[config.mk]
export PLATFORM = sky130hd
export DESIGN_NAME = nqm_seq
export DESIGN_NICKNAME = d
export VERILOG_FILES = /design/src/rtl/nqm_pkg.sv /design/src/rtl/nqm_ctl.sv /design/src/rtl/nqm_fsm.sv /design/src/rtl/nqm_timer.sv /design/src/rtl/nqm_seq.sv
export SDC_FILE = /design/constraint.sdc
export NUM_CORES = 1
export LEC_CHECK = 0
export ABC_AREA = 1
export BUFFER_PORTS_ARGS = -buffer_cell sky130_fd_sc_hd__buf_2
export CELL_PAD_IN_SITES_DETAIL_PLACEMENT = 0
export CELL_PAD_IN_SITES_GLOBAL_PLACEMENT = 2
export CORE_MARGIN = 4
export CORE_UTILIZATION = 31
export CTS_BUF_LIST = sky130_fd_sc_hd__clkbuf_4
export DETAILED_ROUTE_END_ITERATION = 7
export GPL_ROUTABILITY_DRIVEN = 1
export GPL_TIMING_DRIVEN = 0
export PLACE_DENSITY = 0.91
export SYNTH_ARGS = -nofsm -noshare
export SYNTH_HDL_FRONTEND = slang
export SYNTH_SLANG_ARGS = --single-unit
[constraint.sdc]
create_clock -name clk -period 1.4 [get_ports clk]
set_input_delay 0.07 -clock clk [delete_from_list [all_inputs] [get_ports clk]]
set_output_delay 0.07 -clock clk [all_outputs]
set_load 0.005 [all_outputs]
[src/rtl/nqm_pkg.sv]
package nqm_pkg;

  localparam int QW = 4;
  localparam int unsigned QMAX = (1 << QW) - 1;

  typedef enum logic [1:0] {
    SQ_IDLE = 2'd0,
    SQ_DUMP = 2'd1,
    SQ_MEAS = 2'd2
  } sq_state_e;

  // Elapsed ticks to quality code: earlier crossing means more noise.
  function automatic logic [QW-1:0] quant_code(input int unsigned elapsed,
                                               input int unsigned per_bin);
    int unsigned bin;
    logic [QW-1:0] code;
    bin = elapsed / per_bin;
    if (bin > QMAX) code = '0;
    else            code = QW'(QMAX - bin);
    return code;
  endfunction

endpackage

[src/rtl/nqm_ctl.sv]
module nqm_ctl (
  input  logic clk,
  input  logic rst_n,
  input  logic cfg_wr,
  input  logic cfg_cont,
  input  logic cfg_trig,
  input  logic meas_begin,
  output logic cont_mode,
  output logic trig_pend
);

  logic wr_start;
  logic wr_stop;

  // Continuous-only combination is reserved: it decodes to nothing.
  assign wr_start = cfg_wr && cfg_trig;
  assign wr_stop  = cfg_wr && !cfg_cont && !cfg_trig;

  always_ff @(posedge clk) begin
    if (!rst_n) begin
      cont_mode <= 1'b0;
      trig_pend <= 1'b0;
    end else if (wr_start) begin
      cont_mode <= cfg_cont;
      trig_pend <= 1'b1;
    end else if (wr_stop) begin
      cont_mode <= 1'b0;
      trig_pend <= 1'b0;
    end else if (meas_begin) begin
      trig_pend <= 1'b0;
    end
  end

endmodule

[src/rtl/nqm_fsm.sv]
module nqm_fsm #(
  parameter int DUMP_CYC = 2
) (
  input  logic clk,
  input  logic rst_n,
  input  logic go_req,
  input  logic cont_mode,
  input  logic fin_ev,
  output logic meas_begin,
  output logic meas_on,
  output logic busy,
  output logic cap_dump
);
  import nqm_pkg::*;

  localparam int DW = (DUMP_CYC > 1) ? $clog2(DUMP_CYC) : 1;
  localparam logic [DW-1:0] DUMP_LAST = DW'(DUMP_CYC - 1);

  sq_state_e st, nxt;
  logic [DW-1:0] dcnt;

  always_comb begin
    nxt        = st;
    meas_begin = 1'b0;
    case (st)
      SQ_IDLE: begin
        if (go_req) begin
          nxt        = SQ_DUMP;
          meas_begin = 1'b1;
        end
      end
      SQ_DUMP: begin
        if (dcnt == DUMP_LAST) nxt = SQ_MEAS;
      end
      SQ_MEAS: begin
        if (fin_ev) begin
          if (cont_mode || go_req) begin
            nxt        = SQ_DUMP;
            meas_begin = 1'b1;
          end else begin
            nxt = SQ_IDLE;
          end
        end
      end
      default: nxt = SQ_IDLE;
    endcase
  end

  always_ff @(posedge clk) begin
    if (!rst_n) begin
      st   <= SQ_IDLE;
      dcnt <= '0;
    end else begin
      st <= nxt;
      if (st == SQ_DUMP && nxt == SQ_DUMP) dcnt <= dcnt + DW'(1);
      else                                 dcnt <= '0;
    end
  end

  assign meas_on  = (st == SQ_MEAS);
  assign busy     = (st != SQ_IDLE);
  assign cap_dump = (st != SQ_MEAS);

endmodule

[src/rtl/nqm_timer.sv]
module nqm_timer #(
  parameter int TICKS_PER_BIN = 4
) (
  input  logic                   clk,
  input  logic                   rst_n,
  input  logic                   meas_on,
  input  logic                   tb_tick,
  input  logic                   thr_hit,
  output logic                   fin_ev,
  output logic                   timeout_ev,
  output logic [nqm_pkg::QW-1:0] qual_code
);
  import nqm_pkg::*;

  localparam int WINDOW = TICKS_PER_BIN * (1 << QW);
  localparam int CW = $clog2(WINDOW + 1);
  localparam logic [CW-1:0] T_LAST = CW'(WINDOW - 1);

  logic [CW-1:0] tcnt;
  logic          at_last;

  assign at_last    = (tcnt == T_LAST);
  assign timeout_ev = meas_on && !thr_hit && tb_tick && at_last;
  assign fin_ev     = meas_on && (thr_hit || (tb_tick && at_last));

  always_ff @(posedge clk) begin
    if (!rst_n) begin
      tcnt <= '0;
    end else if (!meas_on) begin
      tcnt <= '0;
    end else if (tb_tick && !thr_hit) begin
      tcnt <= tcnt + CW'(1);
    end
  end

  always_ff @(posedge clk) begin
    if (!rst_n) begin
      qual_code <= '0;
    end else if (fin_ev) begin
      qual_code <= thr_hit ? quant_code(32'(tcnt), TICKS_PER_BIN) : '0;
    end
  end

endmodule

[src/rtl/nqm_seq.sv]
module nqm_seq #(
  parameter int TICKS_PER_BIN = 4,
  parameter int DUMP_CYC      = 2
) (
  input  logic                   clk,
  input  logic                   rst_n,
  input  logic                   cfg_wr,
  input  logic                   cfg_cont,
  input  logic                   cfg_trig,
  input  logic                   tb_tick,
  input  logic                   thr_hit,
  output logic                   cap_dump,
  output logic [nqm_pkg::QW-1:0] qual_code,
  output logic                   trig_stat,
  output logic                   busy
);

  logic cont_mode;
  logic trig_pend;
  logic meas_begin;
  logic meas_on;
  logic fin_ev;
  logic timeout_ev;

  nqm_ctl u_ctl (
    .clk       (clk),
    .rst_n     (rst_n),
    .cfg_wr    (cfg_wr),
    .cfg_cont  (cfg_cont),
    .cfg_trig  (cfg_trig),
    .meas_begin(meas_begin),
    .cont_mode (cont_mode),
    .trig_pend (trig_pend)
  );

  nqm_fsm #(.DUMP_CYC(DUMP_CYC)) u_fsm (
    .clk       (clk),
    .rst_n     (rst_n),
    .go_req    (trig_pend),
    .cont_mode (cont_mode),
    .fin_ev    (fin_ev),
    .meas_begin(meas_begin),
    .meas_on   (meas_on),
    .busy      (busy),
    .cap_dump  (cap_dump)
  );

  nqm_timer #(.TICKS_PER_BIN(TICKS_PER_BIN)) u_tmr (
    .clk       (clk),
    .rst_n     (rst_n),
    .meas_on   (meas_on),
    .tb_tick   (tb_tick),
    .thr_hit   (thr_hit),
    .fin_ev    (fin_ev),
    .timeout_ev(timeout_ev),
    .qual_code (qual_code)
  );

  assign trig_stat = trig_pend;

endmodule

* Word-level counts from Yosys, hierarchy flattened
Index checks and enable logic that the tools add are counted.
Widths: inputs -> output; s select.
** Word-level totals
- Bits in registers :: 16
- Bits of input ports :: 7
- Logic and storage cells :: 49
** Cells by class
- Add/sub/neg operators :: 3
- Order comparisons :: 1
- Eq/ne operators :: 5
- Mux-type cells :: 16
- Reductions and logical operators :: 18
** Operator list (number)
- $mux 1 :: 9
- $mux 4 :: 2
- $add 7x1->7 const B :: 1
- $eq 7x6->1 const B :: 1
- $logic_and 1x1->1 :: 7
- $mux 2 :: 3
- $pmux 2 s3 :: 1
- $gt 5x4->1 const B :: 1
- $eq 2x1->1 const B :: 2
- $reduce_and 2->1 :: 2
- $reduce_bool 2->1 :: 2
- $sub 4x4->4 const A :: 1
- $logic_not 1->1 :: 3
- $reduce_bool 3->1 :: 1
- $eq 2x2->1 const B :: 1
- $logic_not 2->1 :: 1
- $logic_or 1x1->1 :: 2
- $ne 2x2->1 const B :: 1
- $pmux 1 s2 :: 1
- $add 1x1->1 const B :: 1

* Longest topological paths before layout
- Word-level depth :: 9
- Gate-level depth with buffers :: 9
- Mapped depth without buffers :: 9

* Cells and area by module
From an unflattened synthesis, not the netlist that was laid out.
** Unflattened totals
- Cell total of the unflattened synthesis :: 120
- Area, all modules :: 798.3 um^2
** Modules (own cells, without submodules)
- nqm_timer :: instances 1, cells each 82, area each 545.5 um^2, sequential area each 220.2 um^2
- nqm_fsm :: instances 1, cells each 24, area each 161.4 um^2, sequential area each 60.1 um^2
- nqm_ctl :: instances 1, cells each 14, area each 91.3 um^2, sequential area each 40.0 um^2

* Least setup slack after synthesis
OpenSTA, ideal clock, no wires.
- Path type :: reg2reg
- Start :: register u_tmr.tcnt[0]
- End :: register u_ctl.trig_pend
- Setup time :: 124 ps
- Data arrival time :: 1033 ps
- Slack :: 242 ps
- Cell stages (with the launch flop) :: 9
- Path buffers :: 0
- Clock period less this slack :: 1158 ps
- Cell sequence :: dfxtp_1 -> ha_1 -> inv_1 -> nor2_1 -> nand2_1 -> nand2_2 -> nand3_1 -> nand3_1 -> a21oi_1
** On the way
- Longest elaborated chain between the ends :: 7
** RTL lines
- start: declaration :: RTL line nqm_timer.sv:19 : logic [CW-1:0] tcnt;
- start signal: assignment :: RTL line nqm_timer.sv:32 : tcnt <= tcnt + CW'(1);
- $eq 7x6->1 :: RTL line nqm_timer.sv:22 : assign at_last = (tcnt == T_LAST);
- $logic_and 1x1->1 :: RTL line nqm_timer.sv:24 : assign fin_ev = meas_on && (thr_hit || (tb_tick && at_last));
- $logic_or 1x1->1 :: RTL line nqm_timer.sv:24
- $logic_and 1x1->1 :: RTL line nqm_timer.sv:24
- $mux 1 :: RTL line nqm_fsm.sv:36 : if (fin_ev) begin
- $pmux 1 s2 :: RTL line nqm_fsm.sv:25 : case (st)
- $reduce_bool 3->1 (no source line)
- end signal: assignment :: RTL line nqm_ctl.sv:25 : trig_pend <= 1'b1;
- end signal: assignment :: RTL line nqm_ctl.sv:28 : trig_pend <= 1'b0;
- end signal: assignment :: RTL line nqm_ctl.sv:30 : trig_pend <= 1'b0;
- end: declaration :: RTL line nqm_ctl.sv:9 : output logic trig_pend
No other way between the ends.
A chain may end at the register's enable or synchronous reset.

* Worst setup path after layout
Same ends and word-level chain as after synthesis.

==> flow_summary.yaml <==
place:
  port-buffer-count: 13
  hpwlAfterDp_mm: 1.19
  place_congestion: 0.713
  dp.cells: 142
floorplan:
  fp.dieArea_mm2: 0.00324
  die_x_um: 56.9
  die_y_um: 56.9
  initial_core_util_pct: 32.9
  rows: 17
  core_mm2: 0.00225
  io_pins: 14
setup_path:
  path_max_fanout: 4
  worstPathCellList: "ha_1, inv_1, nor2_1, nand2_1, nand2_2, nand3_1, nand3_1, a21oi_1"
  crit_arrival_ns: 1.45
  cpPeakStageDelay_ns: 0.38
  crit_path_start_kind: "register"
  crit_top_cell: "nand3_1"
  required_ns: 1.57
  path_class: "reg -> reg"
  reg2reg_from: "u_tmr.tcnt[0]"
  rrSetupSlack_ns: 0.12
  r2r_end: "u_ctl.trig_pend"
  crit_slowest_cell: "dfxtp_2"
  worst_r2r_path_depth: 8
  endpoint_kind: "register"
synthesis:
  synth_top_area_cell: "dfxtp_1"
  synthAdderAreaFrac_pct: 1.69
  yosysSeqAreaShare_pct: 43.2
  synth_nets: 109
  synth_top_area_share_pct: 43.2
  ys_top_cells_by_area: "dfxtp_1 (43%), nand2_1 (11%), nand3_1 (7.4%), nor2_1 (6.6%), inv_1 (6.1%)"
  yosysWarnings: 0
  synthMuxAreaShare_pct: 0
  yosys.area_share.simple_pct: 34.4
  synth_top_family_by_area: "simple AND/OR/NAND/NOR gates"
  yosys.area_share.xor_xnor_pct: 3.54
  synth-seq-cells: 16
  syn_avg_cell_area_um2: 7.35
  ys_types: 20
  synth-compound-area-share_pct: 8.94
  syn_area_um2: 742
  synth_cells: 101
sta:
  tns_ns: 0
  drv_slew: 0
  hold_viol_final: 0
  worst_pin_slew_ns: 0.300
  max_freq_ghz: 0.779
  clock_skew_ns: 0.00287
  period_needed_ns: 1.28
  rsz0062_at_grt: "no"
  setup-violations-final: 0
  hold_slack_ns: 0.0134
  period_share_pct: 91.7
  maxSlewHeadroom_pct: 80.0
clock_tree:
  insertion_delay_ns: 0.28
  cts_max_path_buffers: 2
  cts_tree: "yes"
  htreeDepth: 1
  path_clk_slew_ns: 0.10
  cts_setup_buffers: 0
  root_buffer: "clkbuf_4"
  numCtsBuffers: 3
  clock-sinks: 16
routing:
  viasPerCell: 4.45
  ant_nets: 0
  vias: 654
  drt-total-wl_mm: 1.54
  wl_per_cell_um: 10.5
  firstDrtPassIters: 4
  drcViolationCount: 0
  drt_iter0_markers: 7
cells_and_area:
  syn2layout_area_growth_pct: 18.5
  drive_above_1_share_pct: 23.5
  layout.cells.non_filler: 147
  final_common_cell: "nand2_1"
  nets: 128
  antenna_cells: 0
  final_cell_mix: "nand2_1 (21), dfxtp_1 (15), nor2_1 (13), buf_2 (13), inv_1 (12)"
global_routing:
  grt_pass1_wl_mm: 2.66
  grt_usage_pct: 10.5
  grt_antenna_before_repair: 0
  grt-ovfl-total: 0
  grt_pass1_vias: 643
  grt_max_degree: 10
power_and_ir_drop:
  p_leak_uw: 0.000366
  ir_worst_vdd_mv: 0.433
  p_per_area_mw_per_mm2: 888
min_path:
  min_to: "u_ctl.cont_mode"
  hp-class: "in -> reg"
  holdPathStages: 2
  min-delay-start: "cfg_wr"
run_status:
  status: "finished clean"
flow_run:
  cap_violations: 0
[routing by layer]
layer / wire length (um) / track usage (%)
met1: 745 / 14.0
met2: 726 / 16.3
met3: 57 / 2.07
met4: 11 / 4.97
met5: 0 / 0
[power by group]
part	internal (uW)	total [uW]	switching, uW	leakage [uW]
Sequential	462	467	4.49	0.000130
Clock	103	253	150	0.0000154
Combinational	23.9	60.9	37.0	0.000221
[cells by family after synthesis]
group / count (synthesis)
buf+inv: 16
fa+ha+maj: 1
xor+xnor: 3
flops: 16
compound gates: 12
simple gates: 53
[registers in the layout (all words and copies together), names as in the netlist]
signal and flops:
u_tmr.tcnt 7, u_ctl.cont_mode 1, u_fsm.dcnt 1, u_tmr.qual_code 4
u_ctl.trig_pend 1, u_fsm.st 2
[worst max path at each step]
stage	startpoint	endpoint	slack (ns)	depth (start not counted)
final	u_tmr.tcnt[0]	u_ctl.trig_pend	0.12	8
after global routing	u_tmr.tcnt[1]	u_ctl.trig_pend	0.0005	8
after CTS	u_tmr.tcnt[0]	u_ctl.trig_pend	0.06	8
after detailed placement	u_tmr.tcnt[0]	u_tmr.qual_code[3]	0.1	8
after global placement	u_tmr.tcnt[0]	u_tmr.qual_code[3]	0.10	8
after floorplan	u_tmr.tcnt[0]	u_ctl.trig_pend	0.24	8
[through the flow]
| stage | total power [uW] | util, % | setup WS, ns | area, um2 |
|---|---|---|---|---|
| after CTS | 790 | 39.0 | 0.0637 | 878 |
| after global placement | 536 | 37.3 | 0.100 | 842 |
| after floorplan | 513 | - | 0.242 | 742 |
| final | 781 | 39.0 | 0.117 | 880 |
| after detailed placement | 537 | 37.3 | 0.0962 | 842 |
| after global routing | 825 | 39.0 | 0.000533 | 880 |
[worst max-delay path: cells and delay by family (launching register included)]
kind            cells  cell delay (ns)
compound gates      1             0.06
buf+inv             1             0.07
simple gates        5             0.44
flops               1             0.38
fa+ha+maj           1             0.21
[what timing repair did]
item                       CTS  global route
hold buffers                 1             0
setup endpoints to repair    0             7
resized for setup            0             1
hold endpoints to repair     1             0
[area by class of cell]
type	instances	area (um2)
multi-input cells	69	360
clock inverters	1	3.75
clock buffers	3	22.5
well taps	28	35.0
inverters	16	61.3
repair buffers	14	75.1
flip-flops and latches	16	322
fillers	259	1380
[synth_stat cells (all sizes together)]
master	count
nand2	24
a221oi	1
o21bai	1
nand3	12
ha	1
dfxtp	16
inv	15
a21oi	8
xor2	3
o21ai	2
nor2	16
clkinv	1
nor3	1
No activity file was read; power rests on OpenSTA's default activity.
